<file path="src/rtl/clkctl_pkg.sv">
package clkctl_pkg;

  typedef enum logic [1:0] {
    SRC_INT  = 2'd0,
    SRC_XTAL = 2'd1,
    SRC_PLL  = 2'd2,
    SRC_NONE = 2'd3
  } clk_src_e;

  localparam int NSRC      = 3;
  localparam int BIT_INT_EN  = 0;
  localparam int BIT_INT_RDY = 1;
  localparam int TRIM_LSB    = 2;
  localparam int TRIM_W      = 6;
  localparam int CAL_LSB     = 8;
  localparam int CAL_W       = 8;
  localparam int KEY_LSB     = 16;
  localparam int KEY_W       = 8;
  localparam int BIT_XT_EN   = 24;
  localparam int BIT_XT_RDY  = 25;
  localparam int BIT_XT_BYP  = 26;
  localparam int BIT_CFD     = 27;
  localparam int BIT_PLL_EN  = 28;
  localparam int BIT_PLL_RDY = 29;

  localparam logic [KEY_W-1:0]  CAL_UNLOCK = 8'h5A;
  localparam logic [TRIM_W-1:0] TRIM_RST   = 6'd32;

  // enable bit position of source i (0 internal, 1 crystal, 2 pll)
  function automatic int en_pos(int i);
    case (i)
      0:       return BIT_INT_EN;
      1:       return BIT_XT_EN;
      default: return BIT_PLL_EN;
    endcase
  endfunction

endpackage

</file>
<file path="src/rtl/clkctl_rst_sync.sv">
module clkctl_rst_sync (
  input  logic clk_i,
  input  logic rst_ni,
  output logic rst_no
);
  logic [1:0] sync_q;

  always_ff @(posedge clk_i or negedge rst_ni) begin
    if (!rst_ni) sync_q <= 2'b00;
    else         sync_q <= {sync_q[0], 1'b1};
  end

  assign rst_no = sync_q[1];
endmodule

</file>
<file path="src/rtl/clkctl_enable_bit.sv">
module clkctl_enable_bit #(
  parameter logic RST_VAL = 1'b0
) (
  input  logic clk_i,
  input  logic rst_ni,
  input  logic wr_en_i,
  input  logic wr_val_i,
  input  logic protect_i,
  input  logic hw_set_i,
  input  logic hw_clr_i,
  output logic en_o
);
  logic en_q, en_d;

  // hardware events take priority over any software write
  always_comb begin
    en_d = en_q;
    if (hw_set_i)                                   en_d = 1'b1;
    else if (hw_clr_i)                              en_d = 1'b0;
    else if (wr_en_i && !(protect_i && !wr_val_i))  en_d = wr_val_i;
  end

  always_ff @(posedge clk_i or negedge rst_ni) begin
    if (!rst_ni) en_q <= RST_VAL;
    else         en_q <= en_d;
  end

  assign en_o = en_q;
endmodule

</file>
<file path="src/rtl/clkctl_ready_timer.sv">
module clkctl_ready_timer #(
  parameter int STABLE_CYCLES = 16
) (
  input  logic clk_i,
  input  logic rst_ni,
  input  logic en_i,
  input  logic osc_ok_i,
  output logic rdy_o
);
  localparam int CNT_W = $clog2(STABLE_CYCLES + 1);
  localparam logic [CNT_W-1:0] CNT_MAX = CNT_W'(STABLE_CYCLES);

  logic [CNT_W-1:0] cnt_q, cnt_d;
  logic             rdy_q, rdy_d;
  logic             run;
  logic             done;

  assign run  = en_i & osc_ok_i;
  assign done = (cnt_q == CNT_MAX);

  always_comb begin
    cnt_d = cnt_q;
    if (!run)       cnt_d = '0;
    else if (!done) cnt_d = cnt_q + 1'b1;
    rdy_d = run & done;
  end

  always_ff @(posedge clk_i or negedge rst_ni) begin
    if (!rst_ni) begin
      cnt_q <= '0;
      rdy_q <= 1'b0;
    end else begin
      cnt_q <= cnt_d;
      rdy_q <= rdy_d;
    end
  end

  assign rdy_o = rdy_q;
endmodule

</file>
<file path="src/rtl/clkctl_field.sv">
module clkctl_field #(
  parameter int             W       = 8,
  parameter logic [W-1:0]   RST_VAL = '0
) (
  input  logic         clk_i,
  input  logic         rst_ni,
  input  logic         we_i,
  input  logic [W-1:0] d_i,
  output logic [W-1:0] q_o
);
  logic [W-1:0] q, d;

  always_comb d = we_i ? d_i : q;

  always_ff @(posedge clk_i or negedge rst_ni) begin
    if (!rst_ni) q <= RST_VAL;
    else         q <= d;
  end

  assign q_o = q;
endmodule

</file>
<file path="src/rtl/clkctl_reg.sv">
module clkctl_reg #(
  parameter int         STABLE_CYCLES = 16,
  parameter logic [7:0] CAL_INIT      = 8'h80
) (
  input  logic        clk_i,
  input  logic        rst_ni,
  input  logic        bus_sel_i,
  input  logic        bus_wr_i,
  input  logic [3:0]  bus_be_i,
  input  logic [31:0] bus_wdata_i,
  output logic [31:0] bus_rdata_o,
  input  logic [1:0]  sysclk_src_i,
  input  logic [2:0]  osc_ok_i,
  input  logic        lp_enter_i,
  input  logic        lp_exit_i,
  input  logic        xtal_fail_i,
  output logic [2:0]  osc_en_o,
  output logic        xtal_bypass_o,
  output logic        cfd_en_o,
  output logic [5:0]  int_trim_o,
  output logic [7:0]  int_cal_o
);
  import clkctl_pkg::*;

  localparam int LANES = 4;

  logic                   rst_n_s;
  logic [LANES-1:0]       lane_we;
  logic [NSRC-1:0]        osc_en;
  logic [NSRC-1:0]        osc_rdy;
  logic [NSRC-1:0]        hw_set;
  logic [NSRC-1:0]        hw_clr;
  logic [TRIM_W-1:0]      trim_q;
  logic [CAL_W-1:0]       cal_q;
  logic [KEY_W-1:0]       key_q;
  logic                   byp_q;
  logic                   cfd_q;
  logic                   cal_we;
  logic                   byp_we;
  logic [31:0]            word;
  logic                   unused_wbits;

  clkctl_rst_sync u_rst (
    .clk_i  (clk_i),
    .rst_ni (rst_ni),
    .rst_no (rst_n_s)
  );

  assign lane_we = {LANES{bus_sel_i & bus_wr_i}} & bus_be_i;

  assign hw_set = {1'b0, 1'b0, lp_exit_i | xtal_fail_i};
  assign hw_clr = {lp_enter_i, lp_enter_i, 1'b0};

  for (genvar g = 0; g < NSRC; g++) begin : g_src
    localparam int POS = en_pos(g);
    localparam logic RST_EN = (g == 0) ? 1'b1 : 1'b0;

    clkctl_enable_bit #(.RST_VAL(RST_EN)) u_en (
      .clk_i     (clk_i),
      .rst_ni    (rst_n_s),
      .wr_en_i   (lane_we[POS/8]),
      .wr_val_i  (bus_wdata_i[POS]),
      .protect_i (sysclk_src_i == 2'(g)),
      .hw_set_i  (hw_set[g]),
      .hw_clr_i  (hw_clr[g]),
      .en_o      (osc_en[g])
    );

    clkctl_ready_timer #(.STABLE_CYCLES(STABLE_CYCLES)) u_rdy (
      .clk_i    (clk_i),
      .rst_ni   (rst_n_s),
      .en_i     (osc_en[g]),
      .osc_ok_i (osc_ok_i[g]),
      .rdy_o    (osc_rdy[g])
    );
  end

  clkctl_field #(.W(TRIM_W), .RST_VAL(TRIM_RST)) u_trim (
    .clk_i  (clk_i),
    .rst_ni (rst_n_s),
    .we_i   (lane_we[TRIM_LSB/8]),
    .d_i    (bus_wdata_i[TRIM_LSB +: TRIM_W]),
    .q_o    (trim_q)
  );

  assign cal_we = lane_we[CAL_LSB/8] && (key_q == CAL_UNLOCK);

  clkctl_field #(.W(CAL_W), .RST_VAL(CAL_INIT)) u_cal (
    .clk_i  (clk_i),
    .rst_ni (rst_n_s),
    .we_i   (cal_we),
    .d_i    (bus_wdata_i[CAL_LSB +: CAL_W]),
    .q_o    (cal_q)
  );

  clkctl_field #(.W(KEY_W), .RST_VAL('0)) u_key (
    .clk_i  (clk_i),
    .rst_ni (rst_n_s),
    .we_i   (lane_we[KEY_LSB/8]),
    .d_i    (bus_wdata_i[KEY_LSB +: KEY_W]),
    .q_o    (key_q)
  );

  assign byp_we = lane_we[BIT_XT_BYP/8] && !osc_en[1];

  clkctl_field #(.W(1), .RST_VAL(1'b0)) u_byp (
    .clk_i  (clk_i),
    .rst_ni (rst_n_s),
    .we_i   (byp_we),
    .d_i    (bus_wdata_i[BIT_XT_BYP]),
    .q_o    (byp_q)
  );

  clkctl_field #(.W(1), .RST_VAL(1'b0)) u_cfd (
    .clk_i  (clk_i),
    .rst_ni (rst_n_s),
    .we_i   (lane_we[BIT_CFD/8]),
    .d_i    (bus_wdata_i[BIT_CFD]),
    .q_o    (cfd_q)
  );

  always_comb begin
    word                              = '0;
    word[BIT_INT_EN]                  = osc_en[0];
    word[BIT_INT_RDY]                 = osc_rdy[0];
    word[TRIM_LSB +: TRIM_W]          = trim_q;
    word[CAL_LSB +: CAL_W]            = cal_q;
    word[KEY_LSB +: KEY_W]            = key_q;
    word[BIT_XT_EN]                   = osc_en[1];
    word[BIT_XT_RDY]                  = osc_rdy[1];
    word[BIT_XT_BYP]                  = byp_q;
    word[BIT_CFD]                     = cfd_q;
    word[BIT_PLL_EN]                  = osc_en[2];
    word[BIT_PLL_RDY]                 = osc_rdy[2];
  end

  assign bus_rdata_o = bus_sel_i ? word : '0;

  assign unused_wbits = ^{bus_wdata_i[31:29], bus_wdata_i[25], bus_wdata_i[1]};

  assign osc_en_o      = osc_en;
  assign xtal_bypass_o = byp_q;
  assign cfd_en_o      = cfd_q;
  assign int_trim_o    = trim_q;
  assign int_cal_o     = cal_q;
endmodule

</file>
<file path="config.mk">
export PLATFORM = sky130hd
export DESIGN_NAME = clkctl_reg
export DESIGN_NICKNAME = d
export VERILOG_FILES = /design/src/rtl/clkctl_pkg.sv /design/src/rtl/clkctl_rst_sync.sv /design/src/rtl/clkctl_enable_bit.sv /design/src/rtl/clkctl_ready_timer.sv /design/src/rtl/clkctl_field.sv /design/src/rtl/clkctl_reg.sv
export SDC_FILE = /design/constraint.sdc
export NUM_CORES = 1
export LEC_CHECK = 0
export ABC_AREA = 1
export BUFFER_PORTS_ARGS = -buffer_cell sky130_fd_sc_hd__buf_2
export CAP_MARGIN = 20
export CORE_ASPECT_RATIO = 1.1
export CORE_UTILIZATION = 44
export CTS_CLUSTER_SIZE = 40
export DETAILED_ROUTE_END_ITERATION = 6
export PLACE_DENSITY = 0.82
export SLEW_MARGIN = 20
export SYNTH_ARGS = -nofsm -noshare
export SYNTH_HDL_FRONTEND = slang
export SYNTH_HIERARCHICAL = 1
export SYNTH_SLANG_ARGS = --single-unit
</file>
<file path="constraint.sdc">
create_clock -name clk_i -period 2.8 [get_ports clk_i]
set_input_delay 0.28 -clock clk_i [delete_from_list [all_inputs] [get_ports clk_i]]
set_output_delay 0.28 -clock clk_i [all_outputs]
set_load 0.03 [all_outputs]
</file>
Word level (Yosys, flattened, before mapping)
Cells that the tools add are included.
- eq/ne operators: 9
- reduce and logical (&&, ||, !) cells: 19
- mux-type cells: 13
- bitwise logic cells: 9
- add/sub/neg operators: 3
- operators with widths (operator ; count):
    $mux 30 ; 1
    $mux 5 ; 6
    $add 5x1->5 const B ; 3
    $eq 5x5->1 const B ; 3
    $eq 8x7->1 const B ; 1
    $logic_and 1x1->1 ; 8
    $and 1x1->1 ; 7
    $logic_not 1->1 ; 7
    $mux 1 ; 6
    $ne 2x2->1 const B ; 3
    $reduce_bool 2->1 ; 3
    $and 4x4->4 ; 1
    $eq 2x1->1 const B ; 1
    $eq 2x2->1 const B ; 1
    $logic_not 2->1 ; 1
    $or 1x1->1 ; 1
- output and inout bits: 51
- bits in registers: 47

Longest topological paths before layout
- word-level depth: 6
- depth in mapped cells: 9
- gate-level depth less buffers: 8

Cells and area by module
The synthesis kept the hierarchy.
- by module, submodules not included (module ; times used ; cells an instance ; area each (um2) ; sequential area each (um2)):
    clkctl_ready_timer ; 3 ; 38 ; 326.6 ; 150.1
    clkctl_reg ; 1 ; 91 ; 370.4 ; 0.0
    clkctl_field (u_cal) ; 1 ; 34 ; 306.5 ; 201.4
    clkctl_field (u_key) ; 1 ; 34 ; 305.3 ; 200.2
    clkctl_field (u_trim) ; 1 ; 25 ; 222.7 ; 151.4
    clkctl_enable_bit (g_src[1].u_en ...) ; 2 ; 10 ; 58.8 ; 25.0
    clkctl_field (u_byp ...) ; 2 ; 5 ; 40.0 ; 25.0
    clkctl_enable_bit (g_src[0].u_en) ; 1 ; 10 ; 60.1 ; 26.3
    clkctl_rst_sync ; 1 ; 3 ; 53.8 ; 50.0

Least setup slack after synthesis
No wires, ideal clock.
- path kind: input to register
- from: input port bus_sel_i
- to: register g_src[0].u_en.en_q
- path buffers: 1
- data arrival time: 1.097 ns
- cell stages on the path: 8
- path slack: 1.628 ns
- cells stage by stage: buf_4 > nand2_2 > nor2_1 > nand2_1 > nand2_1 > nand2_1 > nand2_1 > nand2_1
- word-level cells in the longest chain between the ends: 4
- ends and longest elaborated chain (what ; line ; text):
    start, declared ; clkctl_reg.sv:7 ; input logic bus_sel_i,
    $and 1x1->1 ; clkctl_reg.sv:49 ; assign lane_we = {LANES{bus_sel_i & bus_wr_i}} & bus_be_i;
    $and 4x4->4 ; clkctl_reg.sv:49 ;
    via lane_we[0] ; clkctl_reg.sv:28 ; logic [LANES-1:0] lane_we;
    $logic_and 1x1->1 ; clkctl_enable_bit.sv:20 ; else if (wr_en_i && !(protect_i && !wr_val_i)) en_d = wr_val_i;
    $reduce_bool 2->1 (no source line) ; - ;
    end signal, assigned ; clkctl_enable_bit.sv:25 ; else en_q <= en_d;
    end, declared ; clkctl_enable_bit.sv:13 ; logic en_q, en_d;
The timed path passes the listed nets, and every way through them passes these cells.
A chain may end at the register's enable or synchronous reset.

Final worst setup path
- from: register u_key.q[2] (netlist: u_key/q_o[2])
- to: register u_cal.q[1] (netlist: u_cal/q_o[1])
- word-level cells in the longest chain between the ends: 2
- ends and longest elaborated chain (what ; line ; text):
    start, declared ; clkctl_field.sv:11 ; logic [W-1:0] q, d;
    start signal, assigned ; clkctl_field.sv:16 ; if (!rst_ni) q <= RST_VAL;
    start signal, assigned ; clkctl_field.sv:17 ; else q <= d;
    $eq 8x7->1 ; clkctl_reg.sv:86 ; assign cal_we = lane_we[CAL_LSB/8] && (key_q == CAL_UNLOCK);
    $logic_and 1x1->1 ; clkctl_reg.sv:86 ;
    via cal_we ; clkctl_reg.sv:38 ; logic cal_we;
    end signal, assigned ; clkctl_field.sv:16 ;
    end signal, assigned ; clkctl_field.sv:17 ;
    end, declared ; clkctl_field.sv:11 ;
The timed path passes the listed nets, and every way through them passes these cells.

==> impl_metrics.tcl <==
set metrics [dict create \
    status "finished clean" \
    syn_to_final_growth_pct 26.5 \
    reg2reg_from "u_key/q_o[2]$_DFFE_PN0P_" \
    synth_cell_types 20 \
    fp.dieW_um 73.8 \
    tns_ps 0 \
    worstPathRequired_ps 3000 \
    cts_max_path_buffers 2 \
    synth_area_leader_cell "dfrtp_1" \
    finish.net_count 492 \
    synth_edf_count 0 \
    cp-startpoint "u_key/q_o[2]$_DFFE_PN0P_" \
    synthTopCellsByArea "dfrtp_1 44%, nand2_1 23%, inv_1 9.6%, dfstp_2 3.2%, nor2_1 3.2%" \
    hpwl_mm 3.86 \
    synthArstFlopShare 1.00 \
    synth_seq_area_share 0.473 \
    numCtsBuffers 5 \
    cp-end-kind "register" \
    syn-instance-count 341 \
    yosys_warnings 6 \
    cp-start-kind "register" \
    insertion_delay_ps 300 \
    fin_util 0.581 \
    layout-drive-gt1-share 0.276 \
    viasPerCell 4.38 \
    grt_max_degree 46 \
    cp_max_fo 9 \
    cts_tree "yes" \
    setup_viol 0 \
    cts_root_buf "clkbuf_8" \
    gp_congestion 0.771 \
    netSwitchingFraction 0.296 \
    h-tree-depth 2 \
    synth_top_flop_cell "dfrtp_1" \
    relSlewSlack 0.356 \
    rows 28 \
    ant_nets 0 \
    ir_worst_vdd_v 0.000275 \
    portBuffers 91 \
    die_y_um 81.0 \
    drt_pass1_iterations 4 \
    power.internal_mw 1.21 \
    cp.arrival_ps 1720 \
    antenna_found_initial 0 \
    holdCritStartpoint "bus_wdata_i[13]" \
    num_vias 2253 \
    fin_worst_skew_ps 7.56 \
    core_area_um2 5430 \
    cts_resized 0 \
    reg2reg_slack_ps 1290 \
    antenna-diode-count 0 \
    fillers 501 \
    drc 0 \
    dieArea_um2 5980 \
    drv_cap 0 \
    rsz0062_at_grt "no" \
    period_share 0.540 \
    netSwitchingPower_mw 0.507 \
    drt_wl_total_mm 5.15 \
    pwr-share-seq 0.460 \
    worstMarginPinSlew_ps 966 \
    grt_pass1_vias 2098 \
    netlist_area_um2 2500 \
    p_leak_nw 2.06 \
    synthTopCellsByCount "151 x nand2_1, 64 x inv_1, 44 x dfrtp_1" \
    p_per_area_nw_per_um2 543 \
    clockPowerShare 0.343 \
    cts_sinks 47 \
    path_class "reg2reg" \
    hold_viol_final 0 \
    finalHoldWorstSlack_ps 167 \
    pwr-share-comb 0.197 \
    wire_per_inst_um 10.0 \
    drt_iter0_drc 56 \
    yosysMostFrequentCell "nand2_1" \
    yosys.area.top_type_share 0.441 \
    grt_first_pass_wirelength_mm 8.51 \
    worstHoldPathType "in2reg" \
    ys_ff_latch 47 \
    synth_area_per_cell_um2 7.32 \
    grt_usage 0.186 \
    initial_core_util 0.460 \
    finalCriticalPeriod_ps 1510 \
    overflow 0 \
    power_mw 1.71 \
    slew_violations 0 \
    io_pins 99 \
    path_clk_slew_ps 90 \
    fmax_mhz 661 \
]
==> layer usage <==
| metal | track usage | share of wire |
|---|---|---|
| met5 | 0 | 0 |
| met2 | 0.344 | 0.50 |
| met1 | 0.211 | 0.43 |
| met3 | 0.0323 | 0.058 |
| met4 | 0.0750 | 0.014 |
==> power by group through the flow <==
stage	logic [mW]	registers [mW]	clock network (mW)
after floorplan	0.186	0.841	0
after global placement	0.331	0.800	0
after detailed placement	0.338	0.803	0
after CTS	0.341	0.790	0.603
after global routing	0.378	0.801	0.620
final	0.338	0.788	0.588
==> critical path, cell delays in order, from the launching register on <==
cell,delay [ps]
dfrtp_1,400
inv_1,60
nand2_1,40
nor2_1,100
nand2_1,60
nor2_1,430
inv_2,170
nand2_1,100
nand2_1,50
==> cells by family after synthesis <==
family / synth area share
XOR/XNOR: 0.0105
adder cells (fa/ha/maj): 0.0301
buffers and inverters: 0.144
flip-flops: 0.473
other: 0.00301
AND/OR/NAND/NOR: 0.340
==> area by class of cell <==
class,instances,area [µm²],area share
timing repair buffer,93,473,0.150
clock inverter,2,60.1,0.0190
sequential,47,1180,0.374
multi-input combinational,221,972,0.308
clock buffer,6,72.6,0.0230
inverter,70,304,0.0963
tap,75,93.8,0.0297
==> layout by cell type, fill, tap and decap left out, drive strengths merged <==
cell type / netlist / routed
nand2: 155 / 155
buf: 7 / 92
inv: 67 / 67
dfrtp: 44 / 44
nor2: 27 / 27
nand3: 12 / 12
nand4: 9 / 9
conb: 2 / 6
ha: 6 / 6
clkbuf: 0 / 6
bufinv: 3 / 5
dfstp: 3 / 3
xnor2: 3 / 3
or2: 1 / 1
nand3b: 1 / 1
nor3: 1 / 1
dlygate4sd3: 0 / 1
==> sequential cells by signal, summed over array words and instances (netlist names) <==
register	count
g_src.u_en/en_o	3
g_src.u_rdy/rdy_o	3
u_trim/q_o	6
u_key/q_o	8
u_rst/sync_q	2
g_src.u_rdy/cnt_q	15
u_byp/q_o	1
u_cfd/q_o	1
u_cal/q_o	8
==> per-stage QoR <==
step | cell area, µm² | setup slack [ps] | cells
6_report | 3160 | 1290 | 514
5_1_grt | 3160 | 1040 | 514
4_1_cts | 3160 | 1290 | 514
3_5_place_dp | 3010 | 1050 | 505
3_3_place_gp | 3010 | 1080 | 505
2_1_floorplan | 2510 | 1400 | 345
==> timing repair <==
| action | CTS | global route |
|---|---|---|
| buffers inserted | 0 | 0 |
| endpoints found under the hold margin | 2 | 0 |
| hold buffers | 1 | 0 |
==> worst paths after layout <==
check / end / depth (start not counted)
setup / recovery: u_cal/q_o[1]$_DFFE_PN0P_ / 8
hold / removal: u_cal/q_o[5]$_DFFE_PN0P_ / 3
setup reg to reg: u_cal/q_o[1]$_DFFE_PN0P_ / 8
hold reg to reg: u_rst/sync_q[1]$_DFF_PN0_ / 0
max in group asynchronous: g_src[0].u_rdy/cnt_q[0]$_DFFE_PN0P_ / 0
min in group asynchronous: u_rst/sync_q[0]$_DFF_PN0_ / 2
(Power assumes the default switching activity.)
